<file path="src/rtl/idgate_pkg.sv">
package idgate_pkg;

   typedef enum logic [2:0] {
      ST_IDLE   = 3'd0,
      ST_LOAD   = 3'd1,
      ST_SHIFT  = 3'd2,
      ST_VERIFY = 3'd3,
      ST_CHECK  = 3'd4,
      ST_DONE   = 3'd5
   } idg_state_e;

   function automatic logic is_shifting(input idg_state_e s);
      return (s == ST_SHIFT) || (s == ST_VERIFY);
   endfunction

endpackage

</file>
<file path="src/rtl/idgate_seq.sv">
module idgate_seq
   import idgate_pkg::*;
#(
   parameter int ID_W      = 57,
   parameter bit VERIFY_EN = 1'b1,
   localparam int CNT_W    = $clog2(ID_W)
) (
   input  logic             clk,
   input  logic             rst_n,
   input  logic             start_i,
   input  logic             roll_i,
   output idg_state_e       st_o,
   output logic [CNT_W-1:0] cnt_o,
   output logic             accept_o,
   output logic             roll_q_o
);

   localparam logic [CNT_W-1:0] LAST_IDX = CNT_W'(ID_W - 1);

   idg_state_e       st_q, st_d;
   logic [CNT_W-1:0] cnt_q;
   logic             roll_q;
   logic             last_bit;

   assign accept_o = (st_q == ST_IDLE) && start_i;
   assign last_bit = (cnt_q == LAST_IDX);

   always_comb begin
      st_d = st_q;
      unique case (st_q)
         ST_IDLE:   if (start_i) st_d = ST_LOAD;
         ST_LOAD:   st_d = ST_SHIFT;
         ST_SHIFT:  if (last_bit) st_d = roll_q ? ST_VERIFY : ST_CHECK;
         ST_VERIFY: if (last_bit) st_d = ST_CHECK;
         ST_CHECK:  st_d = ST_DONE;
         ST_DONE:   st_d = ST_IDLE;
         default:   st_d = ST_IDLE;
      endcase
   end

   always_ff @(posedge clk or negedge rst_n) begin
      if (!rst_n) begin
         st_q  <= ST_IDLE;
         cnt_q <= '0;
      end else begin
         st_q <= st_d;
         if (is_shifting(st_q) && !last_bit) cnt_q <= cnt_q + 1'b1;
         else                                cnt_q <= '0;
      end
   end

   generate
      if (VERIFY_EN) begin : g_roll
         always_ff @(posedge clk or negedge rst_n) begin
            if (!rst_n)        roll_q <= 1'b0;
            else if (accept_o) roll_q <= roll_i;
         end
      end else begin : g_noroll
         assign roll_q = 1'b0;
      end
   endgenerate

   assign st_o     = st_q;
   assign cnt_o    = cnt_q;
   assign roll_q_o = roll_q;

endmodule

</file>
<file path="src/rtl/idgate_capture.sv">
module idgate_capture
   import idgate_pkg::*;
#(
   parameter int ID_W      = 57,
   parameter bit VERIFY_EN = 1'b1,
   localparam int CNT_W    = $clog2(ID_W)
) (
   input  logic             clk,
   input  logic             rst_n,
   input  logic             accept_i,
   input  idg_state_e       st_i,
   input  logic [CNT_W-1:0] cnt_i,
   input  logic             bit_i,
   output logic [ID_W-1:0]  cap_o,
   output logic             err_o
);

   localparam logic [CNT_W-1:0] TOP_IDX = CNT_W'(ID_W - 1);

   logic [ID_W-1:0] cap_q;

   always_ff @(posedge clk or negedge rst_n) begin
      if (!rst_n)                cap_q <= '0;
      else if (st_i == ST_SHIFT) cap_q <= {cap_q[ID_W-2:0], bit_i};
   end

   generate
      if (VERIFY_EN) begin : g_verify
         logic             err_q;
         logic [CNT_W-1:0] ref_idx;
         logic             diff;

         assign ref_idx = TOP_IDX - cnt_i;
         assign diff    = (st_i == ST_VERIFY) && (bit_i != cap_q[ref_idx]);

         always_ff @(posedge clk or negedge rst_n) begin
            if (!rst_n)        err_q <= 1'b0;
            else if (accept_i) err_q <= 1'b0;
            else if (diff)     err_q <= 1'b1;
         end
         assign err_o = err_q;
      end else begin : g_noverify
         assign err_o = 1'b0;
      end
   endgenerate

   assign cap_o = cap_q;

endmodule

</file>
<file path="src/rtl/idgate_judge.sv">
module idgate_judge
   import idgate_pkg::*;
#(
   parameter int              ID_W   = 57,
   parameter logic [ID_W-1:0] EXP_ID = '0
) (
   input  logic            clk,
   input  logic            rst_n,
   input  logic            accept_i,
   input  idg_state_e      st_i,
   input  logic [ID_W-1:0] cap_i,
   input  logic            err_i,
   output logic            match_o,
   output logic            enable_o,
   output logic            done_o
);

   logic hit;
   logic match_q, enable_q, done_q;

   assign hit = (cap_i == EXP_ID) && !err_i;

   always_ff @(posedge clk or negedge rst_n) begin
      if (!rst_n) begin
         match_q  <= 1'b0;
         enable_q <= 1'b0;
         done_q   <= 1'b0;
      end else if (accept_i) begin
         enable_q <= 1'b0;
         done_q   <= 1'b0;
      end else if (st_i == ST_CHECK) begin
         match_q  <= hit;
         enable_q <= hit;
         done_q   <= 1'b1;
      end
   end

   assign match_o  = match_q;
   assign enable_o = enable_q;
   assign done_o   = done_q;

endmodule

</file>
<file path="src/rtl/idgate_ctrl.sv">
module idgate_ctrl
   import idgate_pkg::*;
#(
   parameter int              ID_W      = 57,
   parameter logic [ID_W-1:0] EXP_ID    = 57'h1B3C5D7E9F02468,
   parameter bit              VERIFY_EN = 1'b1
) (
   input  logic            clk,
   input  logic            rst_n,
   input  logic            start_i,
   input  logic            roll_chk_i,
   output logic            id_load_o,
   output logic            id_shift_o,
   output logic            id_din_o,
   input  logic            id_dout_i,
   output logic [ID_W-1:0] id_value_o,
   output logic            done_o,
   output logic            match_o,
   output logic            enable_o,
   output logic            roll_err_o
);

   localparam int CNT_W = $clog2(ID_W);

   generate
      if (ID_W < 2) begin : g_bad_width
         $error("idgate_ctrl: ID_W must be at least 2");
      end
   endgenerate

   idg_state_e       st;
   logic [CNT_W-1:0] cnt;
   logic             accept;
   logic             roll_q;
   logic             err;

   idgate_seq #(.ID_W(ID_W), .VERIFY_EN(VERIFY_EN)) u_seq (
      .clk      (clk),
      .rst_n    (rst_n),
      .start_i  (start_i),
      .roll_i   (roll_chk_i),
      .st_o     (st),
      .cnt_o    (cnt),
      .accept_o (accept),
      .roll_q_o (roll_q)
   );

   idgate_capture #(.ID_W(ID_W), .VERIFY_EN(VERIFY_EN)) u_cap (
      .clk      (clk),
      .rst_n    (rst_n),
      .accept_i (accept),
      .st_i     (st),
      .cnt_i    (cnt),
      .bit_i    (id_dout_i),
      .cap_o    (id_value_o),
      .err_o    (err)
   );

   idgate_judge #(.ID_W(ID_W), .EXP_ID(EXP_ID)) u_judge (
      .clk      (clk),
      .rst_n    (rst_n),
      .accept_i (accept),
      .st_i     (st),
      .cap_i    (id_value_o),
      .err_i    (err),
      .match_o  (match_o),
      .enable_o (enable_o),
      .done_o   (done_o)
   );

   assign id_load_o  = (st == ST_LOAD);
   assign id_shift_o = is_shifting(st);
   assign id_din_o   = roll_q && is_shifting(st) && id_dout_i;
   assign roll_err_o = err;

endmodule

</file>
<file path="config.mk">
export PLATFORM = sky130hd
export DESIGN_NAME = idgate_ctrl
export DESIGN_NICKNAME = d
export VERILOG_FILES = /design/src/rtl/idgate_pkg.sv /design/src/rtl/idgate_seq.sv /design/src/rtl/idgate_capture.sv /design/src/rtl/idgate_judge.sv /design/src/rtl/idgate_ctrl.sv
export SDC_FILE = /design/constraint.sdc
export NUM_CORES = 1
export LEC_CHECK = 0
export ABC_AREA = 0
export BUFFER_PORTS_ARGS = -buffer_cell sky130_fd_sc_hd__buf_2
export CAP_MARGIN = 30
export CORE_UTILIZATION = 55
export DETAILED_ROUTE_END_ITERATION = 7
export GPL_TIMING_DRIVEN = 0
export PLACE_DENSITY = 0.86
export SETUP_SLACK_MARGIN = 0.2
export SYNTH_ARGS = -nofsm -noshare
export SYNTH_HDL_FRONTEND = slang
export SYNTH_SLANG_ARGS = --single-unit
</file>
<file path="constraint.sdc">
create_clock -name clk -period 3.8 [get_ports clk]
set_clock_uncertainty 0.15 [all_clocks]
set_input_delay 0.38 -clock clk [delete_from_list [all_inputs] [get_ports clk]]
set_output_delay 0.38 -clock clk [all_outputs]
set_load 0.1 [all_outputs]
</file>
Word-level counts from Yosys, hierarchy flattened
Index checks and enable logic that the tools add are counted.
{ "word_totals": {"ff_bits": 71} }
{ "op_classes": {"add_sub_neg": 2, "n_lt_le_gt_ge": 1, "eq_ne": 10, "n_mux": 14, "bitwise": 1, "n_reduce_logical": 14} }
{ "op_table": {"columns": ["operator", "count"], "rows": [
  ["== test 57 bit (second input constant)", 1],
  ["one-hot mux 3 bit (5 select lines)", 1],
  ["2-to-1 mux 3 bit", 4],
  ["< comparator 6 x 7 -> 1 bit (second input constant)", 1],
  ["2-to-1 mux 1 bit", 7],
  ["adder 6 x 1 -> 6 bit (second input constant)", 1],
  ["binary-select mux 1 bit (select 6 bit)", 1],
  ["== test 3 x 2 -> 1 bit (second input constant)", 2],
  ["== test 6 bit (second input constant)", 1],
  ["logical AND 1 bit", 6],
  ["2-to-1 mux 6 bit", 1],
  ["subtractor 6 bit (first input constant)", 1],
  ["inequality test 2 x 1 -> 1 bit (second input constant)", 2],
  ["nonzero test 2 bit", 2],
  ["== test 3 x 1 -> 1 bit (second input constant)", 1],
  ["== test 3 bit (second input constant)", 1],
  ["logical NOT 3 bit", 1],
  ["AND reduction 3 bit", 1],
  ["logical NOT 1 bit", 2],
  ["inequality test 2 bit (second input constant)", 1],
  ["AND reduction 2 bit", 1],
  ["logical OR 1 bit", 1],
  ["inequality test 1 bit", 1],
  ["NOT 1 bit", 1]
]} }

Logic depth before layout (Yosys ltp)
{ "logic_depth": {"word_depth": 7, "ltp_mapped": 11, "depth_no_buf": 8} }

Hierarchy
Synthesis repeated with hierarchy kept, for this count alone.
{ "unflattened": {"cells_unflattened": 258, "area_unflattened_um2": 3587.2} }
{ "modules_own_cells": {"columns": ["module", "n_inst", "cells_per_inst", "area_per_inst_um2", "seq_area_each_um2"], "rows": [
  ["idgate_capture", 1, 179, 2787.7, 1451.4],
  ["idgate_seq", 1, 44, 483.0, 250.2],
  ["idgate_judge", 1, 32, 290.3, 75.1],
  ["idgate_ctrl", 1, 3, 26.3, 0.0]
]} }

Worst setup path after synthesis
Ideal clock, no wire load.
{ "synth_timing": {"path_type": "reg-to-output", "from": "register u_seq.st_q[2], in the netlist u_seq.st_o[2]", "to": "output id_load_o", "t_arrival_ps": 2630, "path_slack_ps": 640, "path_stages_with_launch": 2, "n_path_buf": 0, "cell_sequence": "dfrtp_1 > nor3b_1"} }
{ "synth_between": {"elab_chain_len": 1} }
{ "synth_lines": {"columns": ["item", "line", "text"], "rows": [
  ["from (decl)", "idgate_seq.sv:20", "idg_state_e st_q, st_d;"],
  ["from (signal assigned)", "idgate_seq.sv:46", "st_q <= st_d;"],
  ["== test 3 x 1 -> 1 bit", "idgate_ctrl.sv:71", "assign id_load_o = (st == ST_LOAD);"],
  ["to (decl)", "idgate_ctrl.sv:12", "output logic id_load_o,"]
]} }
Every way passes these cells.

Final worst setup path
{ "layout_timing": {"from": "register u_seq.cnt_q[0], in the netlist u_seq.cnt_o[0]", "to": "register u_cap.g_verify.err_q, in the netlist u_cap.err_o"} }
{ "layout_between": {"elab_chain_len": 6} }
{ "layout_lines": {"columns": ["item", "line", "text"], "rows": [
  ["from (decl)", "idgate_seq.sv:21", "logic [CNT_W-1:0] cnt_q;"],
  ["from (signal assigned)", "idgate_seq.sv:47", "if (is_shifting(st_q) && !last_bit) cnt_q <= cnt_q + 1'b1;"],
  ["subtractor 6 bit", "idgate_capture.sv:33", "assign ref_idx = TOP_IDX - cnt_i;"],
  ["binary-select mux 1 bit (select 6 bit)", "idgate_capture.sv:34", "assign diff = (st_i == ST_VERIFY) && (bit_i != cap_q[ref_idx]);"],
  ["2-to-1 mux 1 bit (implied by the code)", "idgate_capture.sv:34", null],
  ["inequality test 1 bit", "idgate_capture.sv:34", null],
  ["logical AND 1 bit", "idgate_capture.sv:34", null],
  ["nonzero test 2 bit (no line)", null, null],
  ["to (signal assigned)", "idgate_capture.sv:37", "if (!rst_n) err_q <= 1'b0;"],
  ["to (signal assigned)", "idgate_capture.sv:38", "else if (accept_i) err_q <= 1'b0;"],
  ["to (signal assigned)", "idgate_capture.sv:39", "else if (diff) err_q <= 1'b1;"],
  ["to (decl)", "idgate_capture.sv:29", "logic err_q;"]
]} }
Every way passes these cells. The select of a mux whose other input is x is not followed.
A chain may end at the register's enable or synchronous reset.

==> results_dict.tcl <==
set metrics [dict create \
    rsz0062_at_grt "no" \
    cpLargestDelayFamily "buffers and inverters" \
    setup_slack_ps 494 \
    die-area_mm2 0.00686 \
    period_minus_slack_ps 3310 \
    cp_max_fo 10 \
    yosysTopAreaCell "dfrtp_1" \
    wl_um 7900 \
    ctsLongestPathBuffers 2 \
    ctsRootBufferMaster "clkbuf_8" \
    cp_common_cell "buf_6" \
    final_antenna_net_count 0 \
    clk_latency_ps 350 \
    gr-usage-all-layers_pct 24.2 \
    hpwlAfterDp_um 5530 \
    status "complete, but fails checks" \
    fp-row-count 29 \
    wl_per_cell_um 18.4 \
    yosysWarnings 0 \
    fmax_mhz 302 \
    regArea_mm2 0.00178 \
    syn_area_mm2 0.00359 \
    htreeDepth 3 \
    cts_sinks 71 \
    drt-vias-per-instance 6.07 \
    cts_resized 0 \
    arrival_ps 3440 \
    crit_chain "buf_6, buf_6, inv_1, ha_1, buf_2, mux4_2, and3_2, a2111o_1, a221oi_2, nand3b_1" \
    multi_input_area_mm2 0.00172 \
    drc 0 \
    post_cts.repair.setup_buffers 0 \
    start_util_pct 56.9 \
    tns_ps 0 \
    timing_hold_violations_final 15 \
    avgSynthCellArea_um2 13.4 \
    syn-num-nets 275 \
    place_ws_ps 543 \
    ys_types 50 \
    relSlewSlack_pct 40.5 \
    synth_edf_count 0 \
    syn-instance-count 268 \
    synth_top_area_share_pct 49.4 \
    reg2reg_slack_ps 490 \
    grt_max_degree 72 \
    violations "negative hold slack" \
    antenna_found_initial 0 \
    first_global_vias 2475 \
    hold_buffers 0 \
    drt_first_pass_iters 4 \
    maxSlewViolCount 0 \
    cts_tree "yes" \
    die_height_um 82.8 \
    final.period_utilization_pct 87.0 \
    timing.rr.end "u_cap.err_o" \
    gp_congestion 0.881 \
    r2r_cells 10 \
    io_buffers 68 \
    ys.flop_type "dfrtp_1" \
    cp_data_required_time_ps 3930 \
    ys_async_sr_fraction_pct 100 \
    setup_violations 0 \
    r2r-start "u_seq.cnt_o[0]" \
    synth_seq_cells 71 \
    antenna_cells 0 \
    vias 2604 \
    die_w_um 82.8 \
    drtIter0Drc 185 \
    hp-class "input pin to async pin" \
    fp.coreArea_mm2 0.00631 \
    syn_to_final_growth_pct 18.7 \
    crit_type "register to register" \
    crit_path_start_kind "register" \
    yosysSeqAreaShare_pct 49.4 \
    io_pins 69 \
    worst-path-buf-inv 4 \
    pwr_density_cell_mw_per_mm2 419 \
    ys_top_cells_by_area "dfrtp_1 49%, mux2_2 18%, mux4_2 6.9%" \
    drv_cap 0 \
    tightest_slew_ps 893 \
    grt_overflow_total 0 \
    grt_pass1_wl_um 12900 \
    fill_cells 472 \
    drive_above_1_share_pct 46.9 \
    final_nets 354 \
    vdd_drop_max_mv 0.298 \
    p_leak_nw 1.92 \
    slowest_delay_ps 540 \
    cp_slowest_cell "dfrtp_1" \
    end_kind "register" \
    cts-buffers-inserted 9 \
    hold_ws_ps -12.9 \
    clk_pin_slew_ps 70 \
]
## how the worst max path moves through the flow
stage | from | cells past startpoint | endpoint | slack, ps
3_5_place_dp | u_seq.cnt_o[0] | 10 | u_cap.err_o | 540
6_report | u_seq.cnt_o[0] | 10 | u_cap.err_o | 490
2_1_floorplan | u_seq.st_o[2] | 1 | id_load_o | 640
4_1_cts | u_seq.cnt_o[0] | 10 | u_cap.err_o | 500
3_3_place_gp | u_seq.cnt_o[0] | 10 | u_cap.err_o | 540
5_1_grt | u_seq.cnt_o[0] | 10 | u_cap.err_o | 380
## through the flow
step                cell area (um2)  util, %  std cells  power, mW
global route                   4270     67.6        429       1.84
floorplan                      3590        -        268       1.05
CTS                            4270     67.6        429       1.80
finish                         4270     67.6        429       1.79
detailed placement             4030     63.9        413       1.11
global placement               4030     63.9        413       1.11
## Yosys cell counts (2+ instances only)
cell,count
a21o_1,2
a21oi_1,3
buf_1,3
buf_6,4
clkbuf_1,4
dfrtp_1,71
ha_1,2
inv_1,5
mux2_2,58
mux2i_1,3
mux4_1,3
mux4_2,11
nand2_1,11
nand2b_1,3
nand3_1,8
nand3b_1,2
nand4_1,6
nand4b_1,3
nor2_1,14
nor2b_1,2
nor3_1,4
nor3b_1,2
nor4_1,3
nor4b_1,3
nor4bb_1,3
o21ai_0,5
or3_1,3
xnor2_1,3
xor2_1,3
## state kept, by name, summed over array words and instances, names as in the netlist
name and cells:
u_judge.match_o 1, u_cap.err_o 1, u_seq.cnt_o 6, u_seq.roll_q_o 1, u_judge.done_o 1, u_cap.cap_o 57
u_judge.enable_o 1, u_seq.st_o 3
## metal layers
| metal | part of all wire (%) | GRT usage (%) |
|---|---|---|
| met5 | 0 | 0 |
| met3 | 6.0 | 6.56 |
| met2 | 46 | 35.2 |
| met1 | 45 | 34.3 |
| met4 | 2.4 | 10.8 |
## kinds of logic (layout without fill, tap and decap cells)
family          Yosys count  after routing  synth area share [%]
compound gates           20             20                  4.07
xor+xnor                  7              7                  2.23
fa+ha+maj                 2              2                 0.696
buf+inv                  17            101                  2.65
flops                    71             71                  49.4
mux                      75             75                  28.1
simple gates             76             76                  12.8
## placed cells by master (no fill, tap or decap), types with 3 or more instances in the layout
cell / n
dfrtp_1: 71
buf_2: 68
mux2_2: 58
nor2_1: 14
nand2_1: 11
mux4_2: 11
clkbuf_8: 11
nand3_1: 8
nand4_1: 6
inv_1: 5
o21ai_0: 5
buf_6: 4
clkbuf_1: 4
nor3_1: 4
nand2b_1: 3
xor2_1: 3
xnor2_1: 3
buf_1: 3
a21oi_1: 3
mux4_1: 3
mux2i_1: 3
or3_1: 3
nor4bb_1: 3
nor4b_1: 3
nor4_1: 3
nand4b_1: 3
## power breakdown
part | switching [mW] | internal (mW)
Clock | 0.283 | 0.404
Combinational | 0.233 | 0.0507
Sequential | 0.0341 | 0.781
## final cells by class
type                    instances  area share (%)
clock buffers                  11            3.55
well taps                      77            2.26
inverters                       5           0.440
clock inverters                 5            1.88
flip-flops and latches         71            41.7
repair buffers                 68            8.04
multi-input cells             180            40.4
plain buffers                  12            1.79
Note: power is estimated with default switching activity, not from simulation.
